`config.mk`:
```
export PLATFORM = sky130hd
export DESIGN_NAME = srwp_unit
export DESIGN_NICKNAME = d
export VERILOG_FILES = /design/src/rtl/srwp_pkg.sv /design/src/rtl/srwp_latch_fsm.sv /design/src/rtl/srwp_cfg_reg.sv /design/src/rtl/srwp_block_guard.sv /design/src/rtl/srwp_unit.sv
export SDC_FILE = /design/constraint.sdc
export NUM_CORES = 1
export LEC_CHECK = 0
export ABC_AREA = 1
export BUFFER_PORTS_ARGS = -buffer_cell sky130_fd_sc_hd__buf_4
export CELL_PAD_IN_SITES_DETAIL_PLACEMENT = 0
export CELL_PAD_IN_SITES_GLOBAL_PLACEMENT = 1
export CORE_MARGIN = 2
export CORE_UTILIZATION = 19
export DETAILED_ROUTE_END_ITERATION = 7
export PLACE_DENSITY_LB_ADDON = 0.1
export SETUP_SLACK_MARGIN = 0.4
export SLEW_MARGIN = 20
export SYNTH_ARGS = -nofsm -noshare
export SYNTH_HDL_FRONTEND = slang
export SYNTH_HIERARCHICAL = 1
export SYNTH_SLANG_ARGS = --single-unit
```
`constraint.sdc`:
```
create_clock -name clk -period 1.4 [get_ports clk]
set_clock_uncertainty 0.05 [all_clocks]
set_input_delay 0.14 -clock clk [delete_from_list [all_inputs] [get_ports clk]]
set_output_delay 0.14 -clock clk [all_outputs]
set_load 0.02 [all_outputs]
```
`src/rtl/srwp_pkg.sv`:
```
package srwp_pkg;

    typedef enum logic [1:0] {
        WEL_LOCKED = 2'd0,
        WEL_ARMED  = 2'd1,
        WEL_SPENT  = 2'd2
    } wel_state_t;

    localparam int SR_W       = 8;
    localparam int BIT_PINEN  = 7;
    localparam int BIT_BP_HI  = 3;
    localparam int BIT_BP_LO  = 2;
    localparam int BIT_LATCH  = 1;

    typedef enum logic [1:0] {
        FENCE_NONE    = 2'b00,
        FENCE_QUARTER = 2'b01,
        FENCE_HALF    = 2'b10,
        FENCE_ALL     = 2'b11
    } fence_t;

endpackage

```
`src/rtl/srwp_latch_fsm.sv`:
```
module srwp_latch_fsm
    import srwp_pkg::*;
(
    input  logic clk,
    input  logic rst_n,
    input  logic arm,
    input  logic disarm,
    input  logic commit,
    input  logic close,
    output logic latch
);

    wel_state_t state_q, state_d;

    always_ff @(posedge clk or negedge rst_n) begin
        if (!rst_n) state_q <= WEL_LOCKED;
        else        state_q <= state_d;
    end

    always_comb begin
        state_d = state_q;
        unique case (state_q)
            WEL_LOCKED: begin
                if (arm && !disarm) state_d = WEL_ARMED;
            end
            WEL_ARMED: begin
                if (disarm)                state_d = WEL_LOCKED;
                else if (commit && close)  state_d = WEL_LOCKED;
                else if (commit)           state_d = WEL_SPENT;
            end
            WEL_SPENT: begin
                if (disarm || close) state_d = WEL_LOCKED;
            end
            default: state_d = WEL_LOCKED;
        endcase
    end

    always_comb begin
        latch = (state_q == WEL_ARMED) || (state_q == WEL_SPENT);
    end

endmodule

```
`src/rtl/srwp_cfg_reg.sv`:
```
module srwp_cfg_reg
    import srwp_pkg::*;
(
    input  logic            clk,
    input  logic            rst_n,
    input  logic            load,
    input  logic [SR_W-1:0] load_byte,
    output logic            pin_en,
    output logic [1:0]      fence
);

    always_ff @(posedge clk or negedge rst_n) begin
        if (!rst_n) begin
            pin_en <= 1'b0;
            fence  <= 2'b00;
        end else if (load) begin
            pin_en <= load_byte[BIT_PINEN];
            fence  <= load_byte[BIT_BP_HI:BIT_BP_LO];
        end
    end

endmodule

```
`src/rtl/srwp_block_guard.sv`:
```
module srwp_block_guard
    import srwp_pkg::*;
#(
    parameter int ADDR_W = 11
) (
    input  logic [1:0]        fence,
    input  logic [ADDR_W-1:0] addr,
    output logic              fenced
);

    localparam int TOP_BITS = 2;

    logic [TOP_BITS-1:0] top;
    logic [3:0]          hit;

    assign top = addr[ADDR_W-1 -: TOP_BITS];

    genvar c;
    generate
        for (c = 0; c < 4; c++) begin : g_code
            if (c == 0) begin : g_none
                assign hit[c] = 1'b0;
            end else if (c == 1) begin : g_quarter
                assign hit[c] = (top == 2'b11);
            end else if (c == 2) begin : g_half
                assign hit[c] = top[TOP_BITS-1];
            end else begin : g_all
                assign hit[c] = 1'b1;
            end
        end
    endgenerate

    always_comb begin
        fenced = hit[fence];
    end

endmodule

```
`src/rtl/srwp_unit.sv`:
```
module srwp_unit
    import srwp_pkg::*;
#(
    parameter int ADDR_W = 11
) (
    input  logic              clk,
    input  logic              rst_n,
    input  logic              arm_pulse,
    input  logic              disarm_pulse,
    input  logic              sr_load_pulse,
    input  logic [7:0]        sr_load_byte,
    input  logic              mem_wr_pulse,
    input  logic [ADDR_W-1:0] mem_addr,
    input  logic              cs_release,
    input  logic              wp_n,
    output logic [7:0]        status_byte,
    output logic              mem_wr_ok,
    output logic              sr_wr_ok
);

    logic       latch;
    logic       pin_en;
    logic [1:0] fence;
    logic       fenced;
    logic       commit;

    srwp_latch_fsm u_fsm (
        .clk    (clk),
        .rst_n  (rst_n),
        .arm    (arm_pulse),
        .disarm (disarm_pulse),
        .commit (commit),
        .close  (cs_release),
        .latch  (latch)
    );

    srwp_cfg_reg u_cfg (
        .clk       (clk),
        .rst_n     (rst_n),
        .load      (sr_load_pulse && sr_wr_ok),
        .load_byte (sr_load_byte),
        .pin_en    (pin_en),
        .fence     (fence)
    );

    srwp_block_guard #(.ADDR_W(ADDR_W)) u_guard (
        .fence  (fence),
        .addr   (mem_addr),
        .fenced (fenced)
    );

    always_comb begin
        sr_wr_ok  = latch && !(pin_en && !wp_n);
        mem_wr_ok = latch && !fenced;
        commit    = (sr_load_pulse && sr_wr_ok) || (mem_wr_pulse && mem_wr_ok);

        status_byte            = '0;
        status_byte[BIT_PINEN] = pin_en;
        status_byte[BIT_BP_HI] = fence[1];
        status_byte[BIT_BP_LO] = fence[0];
        status_byte[BIT_LATCH] = latch;
    end

endmodule

```
# After elaboration in Yosys (flattened, before gate mapping)
# Index checks and enable logic that the tools add are counted.
# classes
magnitude_cmp,1
eq_ne,6
muxes,8
n_reduce_logical,16
# ops
cell,n
2-to-1 mux 2 bit,5
logical AND 1 bit,7
one-hot mux 2 bit (3 select lines),1
"== test 2 bit, second input constant",2
logical NOT 1 bit,4
"!= test 2 x 1 -> 1 bit, second input constant",2
"!= test 4 x 2 -> 1 bit, second input constant",1
logical OR 1 bit,3
"< comparator 2 x 3 -> 1 bit, second input constant",1
AND reduction 3 bit,1
binary-select mux 1 bit (select 2 bit),1
"== test 2 x 1 -> 1 bit, second input constant",1
logical NOT 2 bit,1
2-to-1 mux 1 bit,1
# word_totals
register_bits,5
inputBits,27
output_inout_bits,10

# Logic depth before layout (Yosys ltp)
# Gate-level depths: netlist of the first run.
# depth
ltp_word,11
ltp_mapped,11
depth_no_buf,11

# Cells and area by module
# Netlist of the first run, hierarchy kept.
# modules_own_cells
mod,instances,cells_per_inst,area_each_um2,seq_area_each_um2
srwp_latch_fsm,1,24,178.9,50.0
srwp_cfg_reg,1,13,112.6,75.1
srwp_unit,1,17,90.1,0.0
srwp_block_guard,1,3,13.8,0.0

# Worst setup path before layout of the first run
# Ideal clock, no wire load.
# synth_path
path_kind,reg-to-reg
startpoint,register u_fsm.state_q[0]
endpoint,register u_fsm.state_q[1]
arrival_ns,1.407
required_time_ns,1.232
path_slack_ns,-0.176
stages_incl_launch_ff,12
n_path_buf,0
synth_period_minus_slack_ns,1.576
cell_sequence,dfrtp_1 -> inv_1 -> ha_1 -> inv_1 -> nor2_2 -> nand2_1 -> nand2_1 -> inv_1 -> nand3_2 -> nand3_2 -> nand2_1 -> nand2_1
# synth_between
elab_chain_cells,9
# synth_rtl
element,line,source
from (decl),srwp_latch_fsm.sv:13,"wel_state_t state_q, state_d;"
from (signal assigned),srwp_latch_fsm.sv:17,else state_q <= state_d;
== test 2 x 1 -> 1 bit / == test 2 bit (equally long branches),srwp_latch_fsm.sv:39,latch = (state_q == WEL_ARMED) || (state_q == WEL_SPENT);
logical OR 1 bit (*),srwp_latch_fsm.sv:39,
via latch,srwp_unit.sv:21,logic latch;
logical AND 1 bit (*),srwp_unit.sv:54,mem_wr_ok = latch && !fenced;
via mem_wr_ok,srwp_unit.sv:17,"output logic mem_wr_ok,"
logical AND 1 bit (*),srwp_unit.sv:55,commit = (sr_load_pulse && sr_wr_ok) || (mem_wr_pulse && mem_wr_ok);
logical OR 1 bit (*),srwp_unit.sv:55,
via commit,srwp_unit.sv:25,logic commit;
logical AND 1 bit,srwp_latch_fsm.sv:28,else if (commit && close) state_d = WEL_LOCKED;
2-to-1 mux 2 bit,srwp_latch_fsm.sv:28,
2-to-1 mux 2 bit,srwp_latch_fsm.sv:27,if (disarm) state_d = WEL_LOCKED;
one-hot mux 2 bit (3 select lines),srwp_latch_fsm.sv:22,unique case (state_q)
# The timed path passes the listed nets; every way through them passes the cells marked *.
# A chain may end at the register's enable or synchronous reset.

# Worst setup path after layout of the first run
# layout_path
startpoint,register u_fsm.state_q[1]
endpoint,output sr_wr_ok
# layout_between
elab_chain_cells,3
# layout_rtl
element,line,source
== test 2 x 1 -> 1 bit / == test 2 bit (equally long branches),srwp_latch_fsm.sv:39,
logical OR 1 bit (*),srwp_latch_fsm.sv:39,
logical AND 1 bit (*),srwp_unit.sv:53,sr_wr_ok = latch && !(pin_en && !wp_n);
to (decl),srwp_unit.sv:18,output logic sr_wr_ok
# Every way passes the cells marked *; elsewhere a longest branch is shown, timed or not.

==> flow_summary.toml, run 1 <==
[route]
routed_via_density = 3.56
ant_nets = 0
wl_per_cell_microns = 7.93
via_count = 399
drc = 0
wl_microns = 888
drt_first_pass_iters = 2
drtIter0Drc = 1

[clock_network]
cts-root-buf = "clkbuf_4"
clockBufferDepth = 2
insertion_delay_ps = 240
cts.sinks = 5
cts_buffers = 3
cts_tree = "done"
cts.htree.levels = 1
path_clk_slew_ps = 50

[logic_synthesis]
avgSynthCellArea_sq_um = 6.94
syn_inst = 57
yosysTopAreaCell = "dfrtp_1"
synthDistinctLibCells = 14
ys_ff_latch = 5
synth_top_area_share_pct = 31.6
ys_seq_area_share_pct = 31.6
ys_warn_count = 6
ys_top_cells_by_area = "dfrtp_1 32%, nand2_1 20%, buf_4 11%"
syn-cell-area_sq_um = 395

[global_routing]
grt_first_pass_wirelength_mm = 1.46
track_usage_pct = 7.94
grt_overflow_total = 0
grt_pass1_vias = 385
antenna_found_initial = 0
grt_max_degree = 6

[setup_path]
cp_max_fo = 3
path_cells = "inv_2, ha_4, buf_6, nand2_2, inv_2, buf_6"
crit_path_start_kind = "register"
reg2reg_slack_ps = 10
critPathMaxStageDelay_ps = 380
crit_arrival_ps = 1230
cp.required_ps = 1210
worst_path_max_delay_cell = "dfrtp_1"
crit_type = "reg -> out"
end_kind = "output pin"

[floorplanning]
initial_core_util_pct = 20.2
die_w_microns = 49.6
die_y_microns = 49.6
rows = 16
design.die.area_sq_um = 2460
pin_count = 37
core_sq_um = 1960

[final_layout]
finalNonFillerCells = 112
utilization_pct = 34.9
drive_gt1_share_pct = 50.6
areaGrowthSynthToFinish_pct = 73.1
fin_nets = 116
antenna_cells = 0

[sta]
max_freq_mhz = 706
rsz0062_at_grt = "true"
hold_violations = 0
period_share_pct = 101
holdWs_ps = 42.0
slew_violations = 0
setup_viol = 1
setup_slack_ps = -16.2
fin_crit_ps = 1420

[place]
place_congestion = 0.634
placed_cells = 103
place_ws_ps = 1.93
dp_hpwl_microns = 718
portBuffers = 18

[hold_path]
hp-class = "in -> reg"

[run_status]
violations = "setup timing"
status = "finished, violations left"

[power_and_ir_drop]
p_leak_uw = 0.000380
power_density_nw_per_um2 = 2050
vdd_drop_max_mv = 0.879

[job]
maxCapViolations = 0
## per-stage QoR
stage          total power, uW  setup TNS (ps)  instance area (sq um)
2_1_floorplan              784           -59.5                    424
5_1_grt                   1520            -328                    684
4_1_cts                   1370           -36.1                    662
3_5_place_dp              1050               0                    578
3_3_place_gp              1050           -9.54                    578
6_report                  1410           -16.2                    684
## state kept, by name, indices dropped and copies added (netlist names)
name	cells
u_cfg/pin_en	1
u_fsm/state_q	2
u_cfg/fence	2
## metal layers
layer	share of wire [%]	track usage (%)	wire length, microns
met5	0	0	0
met2	53	12.9	471
met1	41	9.14	362
met3	6.1	0.909	54
met4	0	6.94	0
## kinds of logic (layout without fill, tap and decap cells)
logic type      after synthesis  count (layout)  synth area share (%)
flops                         5               5                  31.6
other cells                   1               4                 0.948
simple gates                 31              31                  35.8
buf+inv                      16              41                  20.9
fa+ha+maj                     3               3                  9.49
compound gates                1               1                  1.26
## cells in the mapped netlist (all sizes together)
master	number
inv	10
ha	3
buf	6
nor2	3
conb	1
nand4	2
nand3	4
o21ai	1
nand2	22
dfrtp	5
## placed cells by master, fill, tap and decap left out, drive strengths merged
master | synthesis | final
nand2 | 22 | 22
inv | 10 | 10
nand3 | 4 | 4
buf | 6 | 26
o21ai | 1 | 1
dlygate4sd3 | 0 | 1
conb | 1 | 4
nand4 | 2 | 2
dfrtp | 5 | 5
ha | 3 | 3
clkbuf | 0 | 4
nor2 | 3 | 3
## final cells by class
| cell class | instances | area (sq um) |
|---|---|---|
| fill | 225 | 1280 |
| inverter | 10 | 37.5 |
| timing repair buffer | 27 | 235 |
| clock buffer | 4 | 26.3 |
| tap | 27 | 33.8 |
| multi-input combinational | 39 | 226 |
| sequential | 5 | 125 |
## worst paths after layout
check	end	cells past startpoint	start
max	sr_wr_ok	6	u_fsm/state_q[1]
min in group asynchronous	u_cfg/pin_en	2	rst_n
max reg2reg	u_fsm/state_q[1]	11	u_fsm/state_q[0]
min	u_cfg/fence[0]	3	sr_load_byte[2]
max in group asynchronous	u_fsm/state_q[1]	2	rst_n
min reg2reg	u_cfg/fence[1]	2	u_cfg/fence[1]
## power breakdown
group          leakage, uW  internal [uW]  switching (uW)
Sequential       0.0000642            206            52.1
Combinational     0.000301            502             472
Clock            0.0000150            108            65.5
## critical path, delay by kind of cell, from the launching register on
kind | cells | cell delay [ps]
adder cells (fa/ha/maj) | 1 | 210
buffers and inverters | 4 | 350
AND/OR/NAND/NOR | 1 | 50
flip-flops | 1 | 380
## repair_timing
| action | 4_1_cts | 5_1_grt |
|---|---|---|
| endpoints found under the setup margin | 11 | 11 |
| resized for setup | 8 | 4 |
| endpoints found under the hold margin | 5 | 0 |
| hold buffers | 1 | 0 |
| setup buffers | 3 | 1 |
| pin swaps | 3 | 3 |
(Power assumes the default switching activity.)
==> inputs of run 2 (changes only) <==
--- a/config.mk
+++ b/config.mk
@@ -14,6 +14,7 @@
 export DETAILED_ROUTE_END_ITERATION = 7
 export PLACE_DENSITY_LB_ADDON = 0.1
 export SETUP_SLACK_MARGIN = 0.4
+export SKIP_CTS_REPAIR_TIMING = 1
 export SLEW_MARGIN = 20
 export SYNTH_ARGS = -nofsm -noshare
 export SYNTH_HDL_FRONTEND = slang
==> flow_summary.toml, run 2 (same netlist as run 1, synthesis figures left out) <==
[route]
drt_first_pass_iters = 2
wl_per_cell_microns = 7.98
routed_via_density = 3.52
wl_microns = 870
drtIter0Drc = 2
via_count = 384
ant_nets = 0
drc = 0

[clock_network]
cts_buffers = 3
cts.sinks = 5
cts.htree.levels = 1
clockBufferDepth = 2
insertion_delay_ps = 240
cts-root-buf = "clkbuf_4"
cts_tree = "done"
path_clk_slew_ps = 50

[setup_path]
crit_start = "u_fsm/state_q[0]"
crit_family = "flip-flops"
crit_path_start_kind = "register"
worst-path-buf-inv = 4
crit_type = "reg -> out"
critPathMaxStageDelay_ps = 380
worst_path_max_delay_cell = "dfrtp_1"
cpMostUsedCell = "inv_2"
cp.required_ps = 1210
end_kind = "output pin"
crit_arrival_ps = 1260
cp_max_fo = 3
timing.rr.start = "u_fsm/state_q[0]"
path_cells = "inv_2, ha_4, buf_4, nand2_2, inv_2, buf_6"

[floorplanning]
design.die.area_sq_um = 2460
die_y_microns = 49.6
die_w_microns = 49.6
rows = 16
core_sq_um = 1960
initial_core_util_pct = 20.2
pin_count = 37

[run_status]
violations = "setup timing"
status = "finished, violations left"

[place]
place_congestion = 0.634
dp_hpwl_microns = 718
portBuffers = 18
place_area_sq_um = 578

[power_and_ir_drop]
vdd_drop_max_mv = 0.720
p_leak_uw = 0.000360
finalPower_uw = 1280
power_density_nw_per_um2 = 2000

[hold_path]
min-delay-start = "sr_load_byte[2]"
hp-class = "in -> reg"

[final_layout]
reg_top3 = "u_cfg/fence x2, u_fsm/state_q x2, u_cfg/pin_en x1"
multi_input_area_sq_um = 226
seq_area_sq_um = 125
layout_commonest_cell = "buf_4"
areaGrowthSynthToFinish_pct = 61.7
n_fill_cell = 229
final_cell_mix = "21 x buf_4, 20 x nand2_1, 8 x inv_2"
antenna_cells = 0
drive_gt1_share_pct = 48.8
fin_nets = 113
fin_area_sq_um = 639

[global_routing]
grt_pass1_vias = 354
grt_first_pass_wirelength_mm = 1.37
grt_max_degree = 6
antenna_found_initial = 0
grt_overflow_total = 0
track_usage_pct = 7.50

[sta]
setup_slack_ps = -46.3
setup_viol = 1
max_freq_mhz = 691
fin_crit_ps = 1450
period_share_pct = 103
hold_violations = 0
slew_violations = 0
rsz0062_at_grt = "true"

[job]
maxCapViolations = 0
==> run 2: cell types whose count changed in the layout (fill, tap and decap cells not counted), sizes merged <==
cell,previous run,this run
buf,26,23
==> run 2: power by group <==
| group | total (uW) | leakage [uW] | internal, uW | switching, uW |
|---|---|---|---|---|
| sequential | 257 | 0.0000642 | 206 | 50.9 |
| clock | 173 | 0.0000150 | 108 | 64.5 |
| combinational | 850 | 0.000281 | 402 | 447 |
==> run 2: worst register-to-register path, delay by kind of cell (launching register included) <==
family	cells	cell delay, ps
DFF	1	360
and+or+nand+nor	7	440
adders and majority gates	1	270
buffers and inverters	3	150
==> run 2: layout make-up <==
class                           count  share of cell area, %
Sequential cell                     5                   19.6
Tap cell                           27                   5.28
Multi-Input combinational cell     39                   35.4
Inverter                           10                   5.87
Clock buffer                        4                   4.11
Timing Repair Buffer               24                   29.7
==> run 2: layer usage <==
| metal | GRT usage (%) | up-vias | routed length [microns] |
|---|---|---|---|
| li1 | - | 211 | - |
| met3 | 0.909 | 0 | 55 |
| met4 | 6.94 | 0 | 0 |
| met2 | 11.6 | 12 | 459 |
| met5 | 0 | - | 0 |
| met1 | 8.96 | 161 | 355 |
==> run 2: final timing paths <==
| kind | end | slack, ps | cells after the start |
|---|---|---|---|
| max | sr_wr_ok | -50 | 6 |
| min | u_cfg/fence[0] | 40 | 3 |
| max reg2reg | u_fsm/state_q[1] | 30 | 11 |
| min reg2reg | u_cfg/fence[1] | 470 | 2 |
| max in group asynchronous | u_fsm/state_q[1] | 1010 | 2 |
| min in group asynchronous | u_cfg/pin_en | 190 | 2 |
==> run 2: metrics by stage <==
stage | utilization, % | instances | setup WS (ps) | hold WS [ps] | TNS, ps
4_1_cts | 30.8 | 107 | -91.7 | -371 | -110
5_1_grt | 32.6 | 109 | -116 | 50.2 | -406
3_3_place_gp | 29.5 | 103 | -9.54 | -102 | -9.54
3_5_place_dp | 29.5 | 103 | 1.93 | -103 | 0
2_1_floorplan | - | 60 | -29.8 | -206 | -59.5
6_report | 32.6 | 109 | -46.3 | 42.4 | -46.3
